<file path="config.mk">
export PLATFORM = sky130hd
export DESIGN_NAME = bridge_gate_seq
export DESIGN_NICKNAME = d
export VERILOG_FILES = /design/src/rtl/bridge_seq_pkg.sv /design/src/rtl/bridge_in_sync.sv /design/src/rtl/bridge_startup_seq.sv /design/src/rtl/bridge_phase_ctrl.sv /design/src/rtl/bridge_gate_seq.sv
export SDC_FILE = /design/constraint.sdc
export NUM_CORES = 1
export LEC_CHECK = 0
export BUFFER_PORTS_ARGS = -buffer_cell sky130_fd_sc_hd__buf_2
export CORE_ASPECT_RATIO = 1.2
export CORE_MARGIN = 4
export CORE_UTILIZATION = 52
export CTS_CLUSTER_DIAMETER = 150
export DETAILED_ROUTE_END_ITERATION = 12
export PLACE_DENSITY = 0.69
export SLEW_MARGIN = 20
export SYNTH_ARGS = -nofsm -noshare
export SYNTH_HDL_FRONTEND = slang
export SYNTH_SLANG_ARGS = --single-unit
</file>
<file path="constraint.sdc">
create_clock -name clk_i -period 3.9 [get_ports clk_i]
set_input_delay 0.195 -clock clk_i [delete_from_list [all_inputs] [get_ports clk_i]]
set_output_delay 0.195 -clock clk_i [all_outputs]
set_load 0.05 [all_outputs]
</file>
<file path="src/rtl/bridge_seq_pkg.sv">
package bridge_seq_pkg;
  typedef enum logic [1:0] {
    ST_OFF     = 2'd0,
    ST_REFRESH = 2'd1,
    ST_WAIT    = 2'd2,
    ST_RUN     = 2'd3
  } seq_state_e;
endpackage

</file>
<file path="src/rtl/bridge_in_sync.sv">
module bridge_in_sync #(
  parameter int unsigned WIDTH = 8
) (
  input  logic             clk_i,
  input  logic             rst_ni,
  input  logic [WIDTH-1:0] d_i,
  output logic [WIDTH-1:0] q_o
);
  logic [WIDTH-1:0] s1_q, s2_q;

  // reset to ones: an unset input reads as disabled / off
  always_ff @(posedge clk_i or negedge rst_ni) begin
    if (!rst_ni) begin
      s1_q <= '1;
      s2_q <= '1;
    end else begin
      s1_q <= d_i;
      s2_q <= s1_q;
    end
  end

  assign q_o = s2_q;
endmodule

</file>
<file path="src/rtl/bridge_startup_seq.sv">
module bridge_startup_seq
  import bridge_seq_pkg::*;
#(
  parameter int unsigned CNT_W = 16
) (
  input  logic             clk_i,
  input  logic             rst_ni,
  input  logic             kill_i,
  input  logic [CNT_W-1:0] refresh_len_i,
  input  logic [CNT_W-1:0] hold_len_i,
  output seq_state_e       state_o
);
  seq_state_e     st_q;
  logic [CNT_W-1:0] cnt_q;
  logic [CNT_W:0]   cnt_inc;

  assign cnt_inc = {1'b0, cnt_q} + 1'b1;

  always_ff @(posedge clk_i or negedge rst_ni) begin
    if (!rst_ni) begin
      st_q  <= ST_OFF;
      cnt_q <= '0;
    end else if (kill_i) begin
      st_q  <= ST_OFF;
      cnt_q <= '0;
    end else begin
      unique case (st_q)
        ST_OFF: begin
          st_q  <= ST_REFRESH;
          cnt_q <= '0;
        end
        ST_REFRESH: begin
          cnt_q <= cnt_inc[CNT_W-1:0];
          if (cnt_inc >= {1'b0, refresh_len_i}) st_q <= ST_WAIT;
        end
        ST_WAIT: begin
          cnt_q <= cnt_inc[CNT_W-1:0];
          if (cnt_inc >= {1'b0, hold_len_i}) st_q <= ST_RUN;
        end
        default: cnt_q <= cnt_q;
      endcase
    end
  end

  assign state_o = st_q;
endmodule

</file>
<file path="src/rtl/bridge_phase_ctrl.sv">
module bridge_phase_ctrl #(
  parameter int unsigned DT_W = 8
) (
  input  logic            clk_i,
  input  logic            rst_ni,
  input  logic [DT_W-1:0] dead_i,
  input  logic            force_off_i,
  input  logic            refresh_i,
  input  logic            hi_block_i,
  input  logic            lo_req_i,
  input  logic            hi_req_i,
  output logic            lo_o,
  output logic            hi_o
);
  localparam logic [DT_W-1:0] AGE_MAX = '1;

  logic            bypass;
  logic            want_lo, want_hi;
  logic [1:0]      tgt_q;
  logic [DT_W-1:0] age_q;
  logic            settled;
  logic            lo_q, hi_q;

  assign bypass = (dead_i == '0);

  always_comb begin
    if (force_off_i) begin
      want_lo = 1'b0;
      want_hi = 1'b0;
    end else if (refresh_i) begin
      want_lo = 1'b1;
      want_hi = 1'b0;
    end else begin
      want_lo = lo_req_i;
      want_hi = hi_req_i & ~hi_block_i & (bypass | ~lo_req_i);
    end
  end

  // target unchanged long enough to cover the dead time
  assign settled = ({want_lo, want_hi} == tgt_q) && (age_q >= dead_i - 1'b1);

  always_ff @(posedge clk_i or negedge rst_ni) begin
    if (!rst_ni) begin
      tgt_q <= '0;
      age_q <= '0;
      lo_q  <= 1'b0;
      hi_q  <= 1'b0;
    end else begin
      tgt_q <= {want_lo, want_hi};
      if ({want_lo, want_hi} != tgt_q) age_q <= '0;
      else if (age_q != AGE_MAX)       age_q <= age_q + 1'b1;
      // refresh always follows all-off, so no gap is needed there
      if (bypass || refresh_i) begin
        lo_q <= want_lo;
        hi_q <= want_hi;
      end else begin
        lo_q <= want_lo & (lo_q | settled);
        hi_q <= want_hi & (hi_q | settled);
      end
    end
  end

  assign lo_o = lo_q;
  assign hi_o = hi_q;
endmodule

</file>
<file path="src/rtl/bridge_gate_seq.sv">
module bridge_gate_seq
  import bridge_seq_pkg::*;
#(
  parameter int unsigned NUM_PH = 3,
  parameter int unsigned DT_W   = 8,
  parameter int unsigned CNT_W  = 16
) (
  input  logic              clk_i,
  input  logic              rst_ni,
  input  logic [DT_W-1:0]   dead_cycles_i,
  input  logic [CNT_W-1:0]  refresh_cycles_i,
  input  logic [CNT_W-1:0]  hs_hold_cycles_i,
  input  logic              dis_i,
  input  logic              uv_i,
  input  logic [NUM_PH-1:0] lo_i,
  input  logic [NUM_PH-1:0] hi_n_i,
  output logic [NUM_PH-1:0] lo_o,
  output logic [NUM_PH-1:0] hi_o
);
  localparam int unsigned SYNC_W = 2 * NUM_PH + 2;

  logic [SYNC_W-1:0] sync_q;
  logic              dis_s, uv_s, kill_s;
  logic [NUM_PH-1:0] lo_s, hi_n_s;
  seq_state_e        st;
  logic              force_off, refresh, hi_block;

  bridge_in_sync #(.WIDTH(SYNC_W)) u_sync (
    .clk_i (clk_i),
    .rst_ni(rst_ni),
    .d_i   ({dis_i, uv_i, lo_i, hi_n_i}),
    .q_o   (sync_q)
  );

  assign {dis_s, uv_s, lo_s, hi_n_s} = sync_q;
  assign kill_s = dis_s | uv_s;

  bridge_startup_seq #(.CNT_W(CNT_W)) u_seq (
    .clk_i        (clk_i),
    .rst_ni       (rst_ni),
    .kill_i       (kill_s),
    .refresh_len_i(refresh_cycles_i),
    .hold_len_i   (hs_hold_cycles_i),
    .state_o      (st)
  );

  assign force_off = kill_s | (st == ST_OFF);
  assign refresh   = (st == ST_REFRESH);
  assign hi_block  = (st != ST_RUN);

  for (genvar k = 0; k < NUM_PH; k++) begin : g_ph
    bridge_phase_ctrl #(.DT_W(DT_W)) u_ph (
      .clk_i      (clk_i),
      .rst_ni     (rst_ni),
      .dead_i     (dead_cycles_i),
      .force_off_i(force_off),
      .refresh_i  (refresh),
      .hi_block_i (hi_block),
      .lo_req_i   (lo_s[k]),
      .hi_req_i   (~hi_n_s[k]),
      .lo_o       (lo_o[k]),
      .hi_o       (hi_o[k])
    );
  end
endmodule

</file>
---- Yosys cells after proc, flatten, opt, wreduce, memory -nomap -nowiden ----
Cells that the tools add are included.
word-level totals
  flip-flop bits (word level) ............. 70
  logic and storage cells ................. 113
  output and inout port bits .............. 6
cells by class
  eq/ne operators ......................... 14
  reduce and logical (&&, ||, !) cells .... 13
  multiplexer cells ....................... 30
  $add $sub $neg .......................... 5
  order comparisons ....................... 5
  bitwise logic cells ..................... 30
operators by type and width
  cell                   number
  $mux 8                 6
  $ge 17x16->1           2
  $pmux 16 s2            1
  $add 8x1->8 const B    3
  $ge 8x8->1             3
  $ne 8x8->1 const B     3
  $mux 1                 18
  $add 16x1->17 const B  1
  $mux 16                1
  $and 1x1->1            12
  $or 1x1->1             11
  $logic_not 8->1        1
  $sub 8x1->8 const B    1
  $not 1->1              7
  $eq 2x2->1             3
  $mux 2                 3
  $ne 2x2->1             3
  $pmux 2 s3             1
  $reduce_bool 2->1      3
  $reduce_bool 4->1      1
  $logic_and 1x1->1      3
  $ne 3x2->1 const B     1
  $ne 3x3->1 const B     1
  $reduce_and 3->1       1
  7 further kinds        7

---- Depth between registers and ports, before layout ----
  depth in word-level cells ............... 11
  mapped depth ............................ 13
  mapped depth without buffers ............ 12

---- Modules after synthesis ----
From an unflattened synthesis, not the netlist that was laid out.
unflattened totals
  cell total of the unflattened synthesis .. 555
  area total of the unflattened synthesis .. 5109.9 µm²
by module, submodules not included
  module                                 area each (µm²)  sequential area each (µm²)  cells an instance  instances
  bridge_startup_seq                     1935.6           450.4                       229                1
  bridge_phase_ctrl at g_ph[0].u_ph ...  904.6            300.3                       101                2
  bridge_phase_ctrl at g_ph[2].u_ph      907.1            300.3                       101                1
  bridge_in_sync                         420.4            420.4                       16                 1
  bridge_gate_seq                        37.5             0.0                         7                  1

---- Worst setup path before layout ----
No wires, ideal clock.
  path kind ............................... reg-to-reg
  start point ............................. register u_seq.cnt_q[2]
  end point ............................... register u_seq.st_q[0], in the netlist u_seq.state_o[0]
  stages on the path, launching flop included .. 13
  setup time .............................. 0.125 ns
  buffers on the path ..................... 0
  arrival time ............................ 2.930 ns
  data required time ...................... 3.775 ns
  setup slack ............................. 0.845 ns
  cells stage by stage .................... dfrtp_1 > and4_1 > nand4_1 > nor2_1 > nand3_1 > xnor2_1 > ha_1 > o211ai_1 > nor4_1 > a311oi_1 > o211ai_1 > o211ai_1 > mux2_2
on the way
  word-level cells in the longest chain between the ends .. 4
  elaborated cells on any way between the ends .. 6
  classes of those cells .................. add/sub (1); order compare (2); eq/ne (2); reduce/logical (1)
ends and longest elaborated chain
  element                                             line                                                source
  from (decl)                                         bridge_startup_seq.sv:14                            logic [CNT_W-1:0] cnt_q;
  from (signal assigned)                              bridge_startup_seq.sv:33                            cnt_q <= cnt_inc[CNT_W-1:0];
  from (signal assigned)                              bridge_startup_seq.sv:37                            cnt_q <= cnt_inc[CNT_W-1:0];
  from (signal assigned)                              bridge_startup_seq.sv:40                            default: cnt_q <= cnt_q;
  $add 16x1->17 *                                     bridge_startup_seq.sv:17                            assign cnt_inc = {1'b0, cnt_q} + 1'b1;
  $ge 17x16->1 (on tied branches)                     bridge_startup_seq.sv:34, bridge_startup_seq.sv:38
  $ne 3x3->1 (no line) or $ne 3x2->1 (tied branches)  --
  $reduce_and 3->1 (no line) *                        --
  to (signal assigned)                                bridge_startup_seq.sv:21                            st_q <= ST_OFF;
  to (signal assigned)                                bridge_startup_seq.sv:34                            if (cnt_inc >= {1'b0, refresh_len_i}) st_q <= ST_WAIT;
  to (signal assigned)                                bridge_startup_seq.sv:38                            if (cnt_inc >= {1'b0, hold_len_i}) st_q <= ST_RUN;
  to (decl)                                           bridge_startup_seq.sv:13                            seq_state_e st_q;
Mark *: on every way between the ends. The rest lies on a longest branch, timed or not.
A chain may end at the register's enable or synchronous reset.

---- Worst setup path in the final report ----
Same ends and word-level chain as after synthesis.

==> flow_metrics.tcl <==
set metrics [dict create \
    clkTransAtPathRegs_ps 80 \
    multi_input_area_um2 2675 \
    p_per_area_nw_per_um2 395.5 \
    cts_sinks 70 \
    rows 37 \
    dieWidth_um 95.26 \
    synthTopCellsByArea "dfrtp_1 (28%), ha_1 (17%), dfstp_2 (8.8%)" \
    final_common_cell "ha_1" \
    synthesis.nets 614 \
    place_hpwl_um 8186 \
    via_count 3816 \
    seqCellArea_um2 1772 \
    ys_seq_area_frac 0.3729 \
    place.gp.congestion 0.8607 \
    tns_ps 0 \
    slew_violations 0 \
    fin_skew_ps 13.67 \
    ys_types 49 \
    antenna_left 0 \
    fin_area_um2 5340 \
    vias_per_cell 5.628 \
    synth-seq-cells 70 \
    ys.flop_type "dfrtp_1" \
    grt_usage 0.2123 \
    slew_headroom 0.4984 \
    yosys.area.top_type_share 0.2844 \
    setup_viol 0 \
    rsz0062_at_grt "no" \
    place_area_um2 5065 \
    hp-class "in -> reg" \
    maxCapViolations 0 \
    synth_edf_count 0 \
    grt_pass1_wl_um 18160 \
    outcome "finished, final reports clean" \
    syn_avg_cell_area_um2 9.540 \
    final_nets 672 \
    antenna_found_initial 0 \
    final_cell_mix "ha_1 (66), buf_2 (55), dfrtp_1 (54)" \
    start_kind "flop" \
    cts_buffer_depth 2 \
    finalHoldViolCount 0 \
    crit_required_ps 4150 \
    layout-area-overhead-vs-synth_pct 12.40 \
    endpoint_kind "flop" \
    period_share 0.8838 \
    start_util 0.5430 \
    cts_setup_buffers 0 \
    cp_max_fo 6 \
    async_flop_share 1.000 \
    cts_buffers 9 \
    drc 0 \
    syn_inst 498 \
    path_class "reg -> reg" \
    ctsRootBufferMaster "clkbuf_8" \
    timing.fmax_mhz 290.1 \
    grt_pass1_vias 4046 \
    num_io_pins 56 \
    cts_tree "built" \
    ctsHtreeMaxLevel 3 \
    cellLeakagePower_nw 2.756 \
    yosys_warnings 0 \
    design.core.area_um2 8750 \
    totalWireLength_um 10580 \
    p_total_mw 2.112 \
    hold_slack_ps 309.0 \
    synth_area_um2 4751 \
    tightest_slew_ps 752.3 \
    firstDrtPassIters 4 \
    fin_util 0.6103 \
    die_h_um 112.7 \
    drtIter0Drc 95 \
    die-area_um2 10740 \
    layout-drive-gt1-share 0.1747 \
    fin_crit_ps 3447 \
    nFillCells 749 \
    io_buffers 55 \
    antenna_cells 0 \
    arrival_ps 3690 \
    vdd_drop_max_v 0.0001695 \
    synth_top_area_cell "dfrtp_1" \
    insertion_delay_ps 360 \
    grt_max_degree 38 \
    wl_per_cell_um 15.61 \
    globalRoute.totalOverflow 0 \
]
==> critical path, stage by stage, from the launching register on <==
cell and delay (ps):
dfrtp_1 450, and4_1 310, nand4_1 230, nor2_2 290
nand3_1 160, xnor2_1 240, ha_1 280, o211ai_1 310
nor4_1 110, a311oi_1 270, o211ai_1 150, o211ai_1 170
mux2_2 360
==> what timing repair did <==
| item | 4_1_cts | 5_1_grt |
|---|---|---|
| setup endpoints to repair | 0 | 1 |
| hold endpoints to repair | 41 | 0 |
| hold buffers | 9 | 0 |
| gates resized for setup | 0 | 1 |
==> per-stage QoR <==
step	instances	setup WS, ps
floorplan	498	845.4
global placement	653	560.3
detailed placement	653	425.3
CTS	678	386.9
global route	678	23.83
finish	678	453.3
==> logic make-up after synthesis <==
| family | count (synthesis) | synth area share |
|---|---|---|
| flip-flops | 70 | 0.3729 |
| XOR/XNOR | 31 | 0.05715 |
| buffers and inverters | 67 | 0.06452 |
| AO/OA/AOI/OAI | 108 | 0.1559 |
| adder cells (fa/ha/maj) | 66 | 0.1738 |
| AND/OR/NAND/NOR | 151 | 0.1649 |
| multiplexers | 5 | 0.01080 |
==> where the power goes <==
part	total, mW	internal (mW)	switching (mW)
clock network	0.556	0.244	0.313
registers	0.975	0.843	0.133
logic	0.580	0.275	0.305
==> cell usage after synthesis, types with 8 or more instances <==
master	n
xor2_1	15
nand2_1	16
inv_1	47
a211oi_1	9
dfstp_2	16
o21ai_0	24
nor3_1	9
a22o_1	8
a21oi_1	15
dfrtp_1	54
ha_1	66
xnor2_1	16
clkbuf_1	8
nand4_1	11
nand3_1	20
a21o_1	9
nor2_1	48
and3_1	12
==> path summary, 6_finish.rpt <==
check                                           startpoint                                end  slack [ps]  cells past startpoint
worst max-delay path            u_seq.cnt_q[2]$_DFFE_PN0P_       u_seq.state_o[0]$_DFFE_PN0P_         450                     12
worst min-delay path                      dead_cycles_i[6]    g_ph[0].u_ph.tgt_q[0]$_DFF_PN0_         310                      3
worst max register to register  u_seq.cnt_q[2]$_DFFE_PN0P_       u_seq.state_o[0]$_DFFE_PN0P_         450                     12
worst min register to register    u_sync.s1_q[6]$_DFF_PN1_            u_sync.q_o[6]$_DFF_PN1_         360                      0
max in group asynchronous                           rst_ni            u_sync.q_o[7]$_DFF_PN1_        2490                      3
min in group asynchronous                           rst_ni  g_ph[2].u_ph.age_q[0]$_DFFE_PN0P_         440                      2
==> cell type report <==
type	count	share of cell area
well taps	117	0.02741
clock inverters	7	0.01101
flip-flops and latches	70	0.3318
inverters	47	0.03304
multi-input cells	361	0.5009
clock buffers	9	0.02320
repair buffers	67	0.07263
==> registers in the layout (all words and copies together) (netlist names) <==
name and cells:
u_sync.s1_q 8, u_seq.state_o 2, g_ph.u_ph.age_q 24, g_ph.u_ph.hi_o 3, g_ph.u_ph.tgt_q 6, u_seq.cnt_q 16
u_sync.q_o 8, g_ph.u_ph.lo_o 3
==> metal layers <==
metal	wire (um)	vias to the layer above	part of all wire	track usage
met1	4372	1806	0.41	0.2407
met2	5503	86	0.52	0.3877
met4	335	0	0.032	0.09913
li1	-	1899	-	-
met3	373	25	0.035	0.02527
met5	0	-	0	0
Note: power is estimated with default switching activity, not from simulation.
